## src/rtl/dacbank_pkg.sv

```systemverilog
package dacbank_pkg;
  localparam int NUM_CH   = 3;
  localparam int DATA_W   = 8;
  localparam int CH_IDX_W = (NUM_CH > 1) ? $clog2(NUM_CH) : 1;

  typedef enum logic [2:0] {
    RD_NONE,
    RD_CTRL,
    RD_DATA,
    RD_REF,
    RD_STAT
  } rdSel_e;

  typedef struct packed {
    logic                ctrlWr;
    logic                refWr;
    logic [NUM_CH-1:0]   dataWr;
    rdSel_e              rdSel;
    logic [CH_IDX_W-1:0] rdCh;
  } dacStrobe_t;
endpackage

```

## src/rtl/dacbank_ctrl.sv

```systemverilog
module dacbank_ctrl
  import dacbank_pkg::*;
#(
  parameter int ADDR_W        = 8,
  parameter logic [ADDR_W-1:0] CTRL_ADDR = 8'h96,
  parameter logic [ADDR_W-1:0] STAT_ADDR = 8'h97,
  parameter logic [ADDR_W-1:0] DATA_BASE = 8'h98,
  parameter logic [ADDR_W-1:0] REF_ADDR  = 8'h1F,
  parameter int REF_BIT       = 6,
  parameter int SETTLE_CYCLES = 16
) (
  input  logic              clk,
  input  logic              rstN,
  input  logic [ADDR_W-1:0] busAddr,
  input  logic              busWrEn,
  input  logic [DATA_W-1:0] busWrData,
  input  logic              refDisc,
  output dacStrobe_t        strobe,
  output logic              refReady
);
  localparam int CNT_W = $clog2(SETTLE_CYCLES + 1);
  localparam logic [CNT_W-1:0] CNT_LOAD = CNT_W'(SETTLE_CYCLES);

  logic [CNT_W-1:0] settleCnt;
  logic             reconnect;
  logic             disconnectWr;

  always_comb begin
    strobe        = '0;
    strobe.rdSel  = RD_NONE;
    if (busAddr == CTRL_ADDR) begin
      strobe.rdSel  = RD_CTRL;
      strobe.ctrlWr = busWrEn;
    end else if (busAddr == STAT_ADDR) begin
      strobe.rdSel = RD_STAT;
    end else if (busAddr == REF_ADDR) begin
      strobe.rdSel = RD_REF;
      strobe.refWr = busWrEn;
    end
    for (int ch = 0; ch < NUM_CH; ch++) begin
      if (busAddr == ADDR_W'(DATA_BASE + ADDR_W'(ch))) begin
        strobe.rdSel      = RD_DATA;
        strobe.rdCh       = CH_IDX_W'(ch);
        strobe.dataWr[ch] = busWrEn;
      end
    end
  end

  assign reconnect    = strobe.refWr & refDisc & ~busWrData[REF_BIT];
  assign disconnectWr = strobe.refWr & busWrData[REF_BIT];

  always_ff @(posedge clk or negedge rstN) begin
    if (!rstN) begin
      settleCnt <= '0;
    end else if (disconnectWr) begin
      settleCnt <= '0;
    end else if (reconnect) begin
      settleCnt <= CNT_LOAD;
    end else if (settleCnt != '0) begin
      settleCnt <= settleCnt - 1'b1;
    end
  end

  assign refReady = ~refDisc & (settleCnt == '0);

  // readiness never coexists with a disconnected reference
  p_ready_needs_connect_r6: assert property (@(posedge clk) disable iff (!rstN)
    refReady |-> !refDisc);

  // a reconnect always opens a not-ready window
  p_reconnect_not_ready_r5: assert property (@(posedge clk) disable iff (!rstN)
    reconnect |=> !refReady);

  // a disconnect write drops readiness on the next cycle
  p_disconnect_drops_r6: assert property (@(posedge clk) disable iff (!rstN)
    disconnectWr |=> !refReady);

  // the counter never exceeds its load value
  p_cnt_bound_r5: assert property (@(posedge clk) disable iff (!rstN)
    settleCnt <= CNT_LOAD);
endmodule

```

## src/rtl/dacbank_datapath.sv

```systemverilog
module dacbank_datapath
  import dacbank_pkg::*;
#(
  parameter int REF_BIT = 6,
  parameter logic [DATA_W-1:0] REF_RESET = 8'h40
) (
  input  logic                     clk,
  input  logic                     rstN,
  input  dacStrobe_t               strobe,
  input  logic [DATA_W-1:0]        busWrData,
  input  logic                     refReady,
  output logic [DATA_W-1:0]        busRdData,
  output logic [NUM_CH*DATA_W-1:0] chanCode,
  output logic [NUM_CH-1:0]        chanEnable,
  output logic [NUM_CH-1:0]        chanValid,
  output logic                     refDisc
);
  logic [DATA_W-1:0] ctrlReg;
  logic [DATA_W-1:0] refReg;
  logic [DATA_W-1:0] codeReg [NUM_CH];

  always_ff @(posedge clk or negedge rstN) begin
    if (!rstN) begin
      ctrlReg <= '0;
      refReg  <= REF_RESET;
    end else begin
      if (strobe.ctrlWr) ctrlReg <= busWrData;
      if (strobe.refWr)  refReg  <= busWrData;
    end
  end

  assign refDisc = refReg[REF_BIT];

  for (genvar ch = 0; ch < NUM_CH; ch++) begin : g_chan
    always_ff @(posedge clk or negedge rstN) begin
      if (!rstN)                  codeReg[ch] <= '0;
      else if (strobe.dataWr[ch]) codeReg[ch] <= busWrData;
    end

    assign chanEnable[ch] = ctrlReg[ch];
    assign chanValid[ch]  = ctrlReg[ch] & refReady;
    assign chanCode[ch*DATA_W +: DATA_W] = chanValid[ch] ? codeReg[ch] : '0;

    // an invalid channel never leaks its code to the ladder
    p_code_zero_invalid_r7: assert property (@(posedge clk) disable iff (!rstN)
      !chanValid[ch] |-> chanCode[ch*DATA_W +: DATA_W] == '0);

    // validity requires both the pin enable and the settled reference
    p_valid_needs_enable_r7: assert property (@(posedge clk) disable iff (!rstN)
      chanValid[ch] |-> (chanEnable[ch] && !refDisc));

    // the code only moves on its own data strobe
    p_code_hold_r2: assert property (@(posedge clk) disable iff (!rstN)
      !strobe.dataWr[ch] |=> $stable(codeReg[ch]));
  end

  always_comb begin
    unique case (strobe.rdSel)
      RD_CTRL: busRdData = ctrlReg;
      RD_REF:  busRdData = refReg;
      RD_DATA: busRdData = codeReg[strobe.rdCh];
      RD_STAT: busRdData = {{(DATA_W-1){1'b0}}, refReady};
      default: busRdData = '0;
    endcase
  end

  // only one register is written per cycle
  p_one_write_r8: assert property (@(posedge clk) disable iff (!rstN)
    $onehot0({strobe.ctrlWr, strobe.refWr, strobe.dataWr}));
endmodule

```

## src/rtl/dacbank_top.sv

```systemverilog
module dacbank_top
  import dacbank_pkg::*;
#(
  parameter int CLK_MHZ   = 16,
  parameter int SETTLE_US = 1,
  parameter int ADDR_W    = 8
) (
  input  logic                     clk,
  input  logic                     rstN,
  input  logic [ADDR_W-1:0]        busAddr,
  input  logic                     busWrEn,
  input  logic [DATA_W-1:0]        busWrData,
  output logic [DATA_W-1:0]        busRdData,
  output logic [NUM_CH*DATA_W-1:0] chanCode,
  output logic [NUM_CH-1:0]        chanEnable,
  output logic [NUM_CH-1:0]        chanValid,
  output logic                     refConnect,
  output logic                     refReady
);
  localparam int SETTLE_CYCLES = CLK_MHZ * SETTLE_US;
  localparam int REF_BIT       = 6;

  dacStrobe_t strobe;
  logic       refDisc;

  dacbank_ctrl #(
    .ADDR_W        (ADDR_W),
    .CTRL_ADDR     (ADDR_W'('h96)),
    .STAT_ADDR     (ADDR_W'('h97)),
    .DATA_BASE     (ADDR_W'('h98)),
    .REF_ADDR      (ADDR_W'('h1F)),
    .REF_BIT       (REF_BIT),
    .SETTLE_CYCLES (SETTLE_CYCLES)
  ) i_ctrl (
    .clk       (clk),
    .rstN      (rstN),
    .busAddr   (busAddr),
    .busWrEn   (busWrEn),
    .busWrData (busWrData),
    .refDisc   (refDisc),
    .strobe    (strobe),
    .refReady  (refReady)
  );

  dacbank_datapath #(
    .REF_BIT   (REF_BIT),
    .REF_RESET (DATA_W'('h40))
  ) i_datapath (
    .clk        (clk),
    .rstN       (rstN),
    .strobe     (strobe),
    .busWrData  (busWrData),
    .refReady   (refReady),
    .busRdData  (busRdData),
    .chanCode   (chanCode),
    .chanEnable (chanEnable),
    .chanValid  (chanValid),
    .refDisc    (refDisc)
  );

  assign refConnect = ~refDisc;

  // the connect output follows only a write to the reference register
  p_connect_stable_r4: assert property (@(posedge clk) disable iff (!rstN)
    !strobe.refWr |=> $stable(refConnect));

  // pin enables change only on a control write
  p_enable_stable_r3: assert property (@(posedge clk) disable iff (!rstN)
    !strobe.ctrlWr |=> $stable(chanEnable));
endmodule

```

## config.mk

```make
export PLATFORM = sky130hd
export DESIGN_NAME = dacbank_top
export DESIGN_NICKNAME = d
export VERILOG_FILES = /design/src/rtl/dacbank_pkg.sv /design/src/rtl/dacbank_ctrl.sv /design/src/rtl/dacbank_datapath.sv /design/src/rtl/dacbank_top.sv
export SDC_FILE = /design/constraint.sdc
export NUM_CORES = 1
export LEC_CHECK = 0
export CAP_MARGIN = 25
export CORE_AREA = 4 4 83 85
export DETAILED_ROUTE_END_ITERATION = 10
export DIE_AREA = 0 0 87 89
export DONT_BUFFER_PORTS = 1
export SYNTH_ARGS = -nofsm -noshare
export SYNTH_HDL_FRONTEND = slang
export SYNTH_SLANG_ARGS = --single-unit
```

## constraint.sdc

```tcl
create_clock -name clk -period 2.2 [get_ports clk]
set_input_delay 0.22 -clock clk [delete_from_list [all_inputs] [get_ports clk]]
set_output_delay 0.22 -clock clk [all_outputs]
set_load 0.01 [all_outputs]
```

==> results.yml, run 1 <==
critical_path:
  crit_type: "reg2out"
  startpoint: "i_ctrl.settleCnt[0]"
  r2r_setup_slack_ns: 0.68
  worstReg2RegEnd: "i_ctrl.settleCnt[1]"
  cp_max_fo: 9
  r2r_start: "i_ctrl.settleCnt[0]"
  start_kind: "flip-flop"
  endpoint_kind: "output pin"
  cp_data_required_time_ns: 1.98
  critPathArrivalTime_ns: 1.87
  reg2regPathDepth: 8
clocking:
  clock_sinks: 45
  path_clk_slew_ns: 0.09
  cts.path.max_buffers: 2
  cts_root_buf: "clkbuf_8"
  cts_tree: "done"
  htreeDepth: 2
  numCtsBuffers: 5
  worstSkewPairLatency_ns: 0.30
run_status:
  outcome: "finished clean"
cells_and_area:
  post-route-util_pct: 44.4
  drive_gt1_share_pct: 37.8
  antennaDiodeCount: 0
  multiInputGateArea_sq_mm: 0.00124
  stdcell_area_sq_mm: 0.00275
  fillCellCount: 581
  ff_latch_area_sq_mm: 0.00113
  synthToLayoutAreaGrowth_pct: 14.5
  nets: 241
sta:
  final.min_clock_period_ns: 2.09
  fmax_mhz: 478
  final.period_utilization_pct: 95.0
  hold_violations: 0
  slew_viol_final: 0
  finalSetupViolations: 0
  worstMarginPinSlew_ns: 0.462
  rsz0062_at_grt: "yes"
  skew_ns: 0.00693
  slew_headroom_pct: 69.0
power_and_ir_drop:
  switching_share_pct: 28.6
  seqPwrFrac_pct: 51.6
  ir_drop_uv: 364
  p_int_mw: 1.35
  comb_power_share_pct: 20.9
  power_leakage_nw: 1.30
  switching_power_mw: 0.539
  clkPwrFrac_pct: 27.5
  power_density_mw_per_mm2: 685
grt:
  grt_antenna_before_repair: 0
  grt_max_degree: 46
  use_met3_pct: 4.70
  grt_busiest_layer: "met2"
  grt_pass1_vias: 1815
  grt.overflow.total: 0
  grtUsageMet1_pct: 23.4
  grt_pass1_wl_um: 9970
  grt_usage_pct: 17.1
  grtUsageMet2_pct: 26.6
floorplan:
  num_io_pins: 59
  die_area_sq_mm: 0.00774
  fp-row-count: 29
  die_h_um: 89
  die-width_um: 87
  start_util_pct: 38.8
  fp.coreArea_sq_mm: 0.00620
logic_synthesis:
  synth_cells: 206
  yosysWarnings: 0
  synth_seq_cells: 45
  syn_area_sq_mm: 0.00240
  synth_area_per_cell_sq_um: 11.7
  syn_nets: 226
  synthArstFlopShare_pct: 100
  ys.flop_type: "dfrtp_1"
  synth_edf_count: 0
  ys_types: 39
  seq_area_frac_synth_pct: 46.9
min_path:
  hold_depth: 1
  hold_start: "busWrData[6]"
  hold_end: "i_ctrl.settleCnt[4]"
  hp-class: "in2reg"
placement:
  place_area_sq_mm: 0.00254
  portBuffers: 0
  place.gp.congestion: 0.721
  detailed_place_hpwl_um: 4440
drt:
  vias_per_cell: 5.50
  ant_nets: 0
  wire_per_inst_um: 21.2
  drt_iter0_markers: 77
  vias: 1644
  totalWireLength_um: 6330
  drc: 0
  drt-pass1-iter-count: 4
flow_run:
  drv_cap: 0
-- Yosys cell counts, types with 4 or more instances --
cell type / number / area, sq um
and3_1: 5 / 31.3
nand2_1: 16 / 60.1
nor3_1: 4 / 20.0
and2_1: 25 / 156
clkbuf_1: 5 / 18.8
nor2_1: 6 / 22.5
o2bb2ai_1: 6 / 52.6
a22oi_1: 7 / 52.6
dfrtp_1: 44 / 1100
mux2_2: 40 / 450
mux2i_1: 8 / 80.1
-- power groups by stage --
stage | Sequential, mW | Clock, mW | Combinational (mW)
finish | 0.973 | 0.520 | 0.394
global route | 0.985 | 0.566 | 0.434
CTS | 0.971 | 0.533 | 0.383
detailed placement | 0.981 | 0 | 0.285
global placement | 0.978 | 0 | 0.273
floorplan | 0.962 | 0 | 0.233
-- cells by family after synthesis --
group	after synthesis	share of synthesized area (%)
and+or+nand+nor	73	19.7
muxes	48	22.1
DFF	45	46.9
AOI/OAI and AO/OA	20	6.35
buffers and inverters	16	3.43
xor gates and xnor gates	3	1.09
adders and majority gates	1	0.520
-- metal layers --
layer  vias up  share of wire, %
li1        754                 -
met1       828                45
met2        53                46
met3         9               7.1
met4         0               1.5
met5         -                 0
-- stage by stage --
step                hold WS [ns]  power (mW)  setup slack, ns  TNS (ns)  std cells
detailed placement       -0.0729        1.27            0.164         0        285
floorplan                -0.0756        1.20            0.206         0        206
global placement         -0.0728        1.25            0.226         0        285
finish                    0.0182        1.89            0.110         0        299
global route              0.0105        1.99         -0.00673   -0.0168        299
CTS                       0.0128        1.89          0.00668         0        299
-- critical path, stage by stage (launching register included) --
cell and delay (ns):
dfrtp_1 0.39, inv_2 0.07, ha_2 0.17, buf_4 0.12, nor4b_4 0.25, and3_1 0.22, buf_6 0.15, and2_1 0.21
-- registers in the layout (all words and copies together), names as in the netlist --
name / cells
i_datapath.refReg: 8
i_datapath.codeReg: 24
i_datapath.ctrlReg: 8
i_ctrl.settleCnt: 5
-- how the worst max path moves through the flow --
stage / to / slack, ns / cells after the start
6_report: chanCode[17] / 0.11 / 7
3_5_place_dp: busRdData[0] / 0.16 / 7
4_1_cts: busRdData[0] / 0.007 / 7
5_1_grt: busRdData[0] / -0.007 / 7
2_1_floorplan: busRdData[0] / 0.21 / 6
3_3_place_gp: busRdData[0] / 0.23 / 7
-- layout by cell type (no fill, tap or decap), types with 2 or more instances in the layout --
| cell | count |
|---|---|
| nor4_1 | 2 |
| clkbuf_8 | 5 |
| buf_6 | 3 |
| mux2i_1 | 8 |
| and3_1 | 4 |
| o2bb2ai_1 | 6 |
| nor2b_1 | 3 |
| o21ai_0 | 2 |
| xnor2_1 | 3 |
| and2_1 | 22 |
| buf_4 | 16 |
| dfrtp_1 | 44 |
| mux2_2 | 40 |
| nor3_1 | 3 |
| nor2_1 | 6 |
| inv_1 | 2 |
| a22oi_1 | 6 |
| nand2_1 | 16 |
| and2_4 | 3 |
-- cell type report --
| cell class | instances | area share (%) |
|---|---|---|
| multi-input combinational | 145 | 44.9 |
| clock buffer | 5 | 2.50 |
| clock inverter | 3 | 0.772 |
| inverter | 3 | 0.409 |
| tap | 77 | 3.50 |
| sequential | 45 | 40.9 |
| timing repair buffer | 21 | 6.95 |
-- repair_timing --
action | in CTS | in global routing
hold buffers | 2 | 0
setup endpoints to repair | 1 | 22
hold endpoints to repair | 45 | 0
resized for setup | 5 | 9
pin swaps | 3 | 3
buffers inserted | 4 | 0
Power figures use the tool's default switching activity.
==> run 2, diff against run 1 <==
--- a/config.mk
+++ b/config.mk
@@ -6,9 +6,9 @@
 export NUM_CORES = 1
 export LEC_CHECK = 0
 export CAP_MARGIN = 25
-export CORE_AREA = 4 4 83 85
+export CORE_AREA = 2 2 81 83
 export DETAILED_ROUTE_END_ITERATION = 10
-export DIE_AREA = 0 0 87 89
+export DIE_AREA = 0 0 83 85
 export DONT_BUFFER_PORTS = 1
 export SYNTH_ARGS = -nofsm -noshare
 export SYNTH_HDL_FRONTEND = slang
==> run 2 against run 1 <==
  * Hold slack improved by 0.044 ns
  * Sequential share of layout area shrank 1.3 points
  * Routed wire length decreased by 1.9%
  * Critical path depth up 1
  * Clock power down 2%
  * Setup slack worse by 0.0050 ns
  * Cell count grew 2.0%
  * Sequential power is essentially flat
  * Fmax down 0.24%
  * Non-clock buffer count is 6 higher
  * Sequential cell count did not move
  * Via count up 1.3%
==> results.yml, run 2 (synthesized netlist as in run 1, its figures left out) <==
flow_run:
  drv_cap: 0
floorplan:
  fp-row-count: 29
  die-width_um: 83
  num_io_pins: 59
  die_area_sq_mm: 0.00706
  die_h_um: 85
  fp.coreArea_sq_mm: 0.00620
  start_util_pct: 38.8
power_and_ir_drop:
  power_density_mw_per_mm2: 677
  ir_drop_uv: 372
  power_mw: 1.92
  power_leakage_nw: 1.34
min_path:
  hp-class: "in2reg"
placement:
  detailed_place_hpwl_um: 4320
  dp_slack_ns: 0.198
  place.gp.congestion: 0.827
  place_area_sq_mm: 0.00256
  portBuffers: 0
clocking:
  cts_tree: "done"
  clock_sinks: 45
  numCtsBuffers: 5
  htreeDepth: 2
  cts.path.max_buffers: 2
  cts_root_buf: "clkbuf_8"
  worstSkewPairLatency_ns: 0.30
  path_clk_slew_ns: 0.09
cells_and_area:
  synthToLayoutAreaGrowth_pct: 18.2
  antennaDiodeCount: 0
  nets: 247
  regMostFlops: "i_datapath.codeReg"
  final_cell_mix: "dfrtp_1 (44), mux2_2 (40), buf_4 (20), nand2_1 (16), and2_1 (13)"
  fillCellCount: 590
  stdcell_area_sq_mm: 0.00284
  largest_reg_flops: 24
  top_regs: "i_datapath.codeReg (24), i_datapath.ctrlReg (8), i_datapath.refReg (8)"
  ff_latch_area_sq_mm: 0.00113
  drive_gt1_share_pct: 43.9
  multiInputGateArea_sq_mm: 0.00128
  layout_commonest_cell: "dfrtp_1"
sta:
  final.min_clock_period_ns: 2.10
  fmax_mhz: 477
  hold_violations: 0
  slew_headroom_pct: 67.9
  worstMarginPinSlew_ns: 0.480
  skew_ns: 0.00700
  rsz0062_at_grt: "yes"
  slew_viol_final: 0
  setup_slack_ns: 0.105
  finalSetupViolations: 0
  whs_ns: 0.0622
  final.period_utilization_pct: 95.2
critical_path:
  critPathMaxStageDelay_ns: 0.40
  endpoint_kind: "output pin"
  crit_chain: "inv_2 > ha_4 > buf_6 > nor4b_4 > buf_4 > and3_4 > buf_8 > and2_4"
  cp_max_fo: 6
  critPathArrivalTime_ns: 1.88
  cp_data_required_time_ns: 1.98
  cp_slowest_cell: "dfrtp_1"
  crit_type: "reg2out"
  start_kind: "flip-flop"
grt:
  grt_max_degree: 46
  grt_usage_pct: 18.2
  grt_pass1_vias: 1820
  grt_antenna_before_repair: 0
  grt.overflow.total: 0
  grt_pass1_wl_um: 9830
drt:
  drc: 0
  vias_per_cell: 5.46
  vias: 1665
  drt_iter0_markers: 79
  totalWireLength_um: 6200
  ant_nets: 0
  drt-pass1-iter-count: 4
  wire_per_inst_um: 20.3
run_status:
  outcome: "finished clean"
run 2: power by group:
group          internal, mW  switching [mW]  leakage (nW)
clock network         0.220           0.292        0.0439
logic                 0.256           0.183         0.686
registers             0.903          0.0700         0.610
total                  1.38           0.545          1.34
run 2: worst max-delay path, delay by kind of cell, from the launching register on:
family / cells / cell delay [ns]
adders and majority gates: 1 / 0.13
buffers and inverters: 4 / 0.48
and+or+nand+nor: 3 / 0.57
DFF: 1 / 0.40
run 2: area by class of cell:
class / count / area share, %
clock buffer: 5 / 2.42
inverter: 3 / 0.396
clock inverter: 3 / 0.616
timing repair buffer: 27 / 8.63
multi-input combinational: 145 / 44.9
tap: 77 / 3.39
sequential: 45 / 39.7
run 2: stage by stage:
step	std cells	utilization [%]	TNS, ns
global route	305	45.8	-0.00464
detailed placement	287	41.2	0
floorplan	206	-	0
finish	305	45.8	0
global placement	287	41.2	0
CTS	301	44.4	0
run 2: worst paths after layout:
path                                       start                    end  slack, ns  cells after the start
max                          i_ctrl.settleCnt[1]            chanCode[2]       0.10                      8
min                                 busWrData[4]  i_datapath.ctrlReg[4]       0.06                      1
max reg2reg                  i_ctrl.settleCnt[1]    i_ctrl.settleCnt[1]       0.70                      9
min reg2reg                i_datapath.ctrlReg[4]  i_datapath.ctrlReg[4]       0.51                      1
max in group asynchronous                   rstN   i_datapath.refReg[6]       1.51                      2
min in group asynchronous                   rstN    i_ctrl.settleCnt[2]       0.40                      2
run 2: repair_timing:
| action | in CTS | in global routing |
|---|---|---|
| pin swaps | 3 | 3 |
| gates cloned | 0 | 1 |
| buffers inserted | 3 | 2 |
| endpoints found under the hold margin | 46 | 1 |
| setup endpoints to repair | 15 | 15 |
| hold buffers | 3 | 1 |
| resized for setup | 10 | 19 |
run 2: per-layer routing:
| metal | up-vias | routed length [um] | track usage, % |
|---|---|---|---|
| met4 | 0 | 89 | 5.22 |
| li1 | 773 | - | - |
| met5 | - | 0 | 0 |
| met3 | 7 | 355 | 6.03 |
| met2 | 37 | 2920 | 28.7 |
| met1 | 848 | 2840 | 23.9 |
==> run 3, diff against run 2 <==
--- a/config.mk
+++ b/config.mk
@@ -10,6 +10,7 @@
 export DETAILED_ROUTE_END_ITERATION = 10
 export DIE_AREA = 0 0 83 85
 export DONT_BUFFER_PORTS = 1
+export REMOVE_ABC_BUFFERS = 1
 export SYNTH_ARGS = -nofsm -noshare
 export SYNTH_HDL_FRONTEND = slang
 export SYNTH_SLANG_ARGS = --single-unit
==> run 3 against run 2 <==
  * Critical path depth shrank 3
  * Via count shrank 3.0%
  * Power shrank 1.9%
  * Fmax rose by 0.51%
  * Clock skew fell by 0.0054 ns
  * First-iteration DRC count is 11% higher
  * Critical endpoint is now chanCode[16]
==> results.yml, run 3 (synthesized netlist as in run 1, its figures left out) <==
placement:
  place.gp.congestion: 0.749
  detailed_place_hpwl_um: 4200
  place_area_sq_mm: 0.00253
  portBuffers: 0
critical_path:
  cp_max_fo: 9
  start_kind: "flip-flop"
  cp_data_required_time_ns: 1.98
  endpoint_kind: "output pin"
  crit_type: "reg2out"
  critPathArrivalTime_ns: 1.86
  reg2regPathDepth: 7
floorplan:
  fp-row-count: 29
  die_h_um: 85
  start_util_pct: 38.8
  num_io_pins: 59
  die-width_um: 83
  die_area_sq_mm: 0.00706
  fp.coreArea_sq_mm: 0.00620
drt:
  drc: 0
  totalWireLength_um: 6110
  vias_per_cell: 5.44
  drt-pass1-iter-count: 4
  vias: 1615
  ant_nets: 0
  wire_per_inst_um: 20.6
  drt_iter0_markers: 88
cells_and_area:
  nets: 239
  layout_commonest_cell: "dfrtp_1"
  antennaDiodeCount: 0
  largest_reg_flops: 24
  fillCellCount: 582
  final_cell_mix: "dfrtp_1 (44), mux2_2 (40), and2_1 (25), nand2_1 (16), buf_4 (16)"
  top_regs: "i_datapath.codeReg (24), i_datapath.ctrlReg (8), i_datapath.refReg (8)"
  post-route-util_pct: 44.0
  stdcell_area_sq_mm: 0.00273
  drive_gt1_share_pct: 35.9
  multiInputGateArea_sq_mm: 0.00124
  ff_latch_area_sq_mm: 0.00113
  regMostFlops: "i_datapath.codeReg"
  synthToLayoutAreaGrowth_pct: 13.5
clocking:
  path_clk_slew_ns: 0.09
  cts.path.max_buffers: 2
  worstSkewPairLatency_ns: 0.30
  htreeDepth: 2
  cts_tree: "done"
  clock_sinks: 45
  numCtsBuffers: 5
  cts_root_buf: "clkbuf_8"
sta:
  final.min_clock_period_ns: 2.08
  slew_viol_final: 0
  fmax_mhz: 480
  final.setup.tns_ns: 0
  worstMarginPinSlew_ns: 0.482
  hold_violations: 0
  slew_headroom_pct: 67.9
  finalSetupViolations: 0
  whs_ns: 0.0153
  final.period_utilization_pct: 94.8
  skew_ns: 0.00155
  rsz0062_at_grt: "no"
power_and_ir_drop:
  power_leakage_nw: 1.28
  power_density_mw_per_mm2: 692
  power_mw: 1.89
  ir_drop_uv: 299
grt:
  grt_pass1_wl_um: 9650
  grt_usage_pct: 18.0
  grt_antenna_before_repair: 0
  grt_max_degree: 46
  grt_pass1_vias: 1680
  grt.overflow.total: 0
min_path:
  hp-class: "in2reg"
  hold_depth: 1
run_status:
  outcome: "finished clean"
flow_run:
  drv_cap: 0
-- run 3: per-layer routing --
layer / up-vias / global-route usage (%) / wire length, um
met5: - / 0 / 0
met4: 0 / 6.71 / 80
met3: 6 / 4.86 / 395
met2: 44 / 30.5 / 3020
met1: 812 / 22.0 / 2610
li1: 753 / - / -
-- run 3: critical path, cell delays in order (launching register included) --
cell     delay, ns
dfrtp_1       0.41
inv_2         0.07
ha_4          0.13
nor4b_4       0.24
and3_1        0.44
and2_1        0.27
-- run 3: where the power goes --
| group | switching [mW] | internal, mW | total (mW) |
|---|---|---|---|
| logic | 0.170 | 0.223 | 0.393 |
| registers | 0.0727 | 0.903 | 0.976 |
| clock network | 0.293 | 0.226 | 0.519 |
-- run 3: final cells by class --
class	count	area share (%)
Sequential cell	45	41.3
Multi-Input combinational cell	145	45.3
Inverter	3	0.413
Clock inverter	3	0.779
Timing Repair Buffer	19	6.14
Tap cell	77	3.53
Clock buffer	5	2.52
-- run 3: final timing paths --
check,from,endpoint,slack [ns]
setup / recovery,i_ctrl.settleCnt[1],chanCode[16],0.12
hold / removal,busWrEn,i_ctrl.settleCnt[4],0.02
setup reg to reg,i_ctrl.settleCnt[1],i_ctrl.settleCnt[1],0.83
hold reg to reg,i_datapath.refReg[5],i_datapath.refReg[5],0.51
max in group asynchronous,rstN,i_datapath.refReg[6],1.50
min in group asynchronous,rstN,i_datapath.codeReg[0],0.43
-- run 3: timing repair --
| item | CTS | global route |
|---|---|---|
| hold buffers | 3 | 0 |
| endpoints found under the hold margin | 46 | 0 |
| pin swaps | 4 | 2 |
| setup buffers | 3 | 0 |
| setup endpoints to repair | 15 | 15 |
| resized for setup | 6 | 4 |
-- run 3: stage by stage --
step	cells	setup WS (ns)
global route	297	0.00504
finish	297	0.115
CTS	297	0.000924
detailed placement	283	0.205
global placement	283	0.267
floorplan	193	0.206
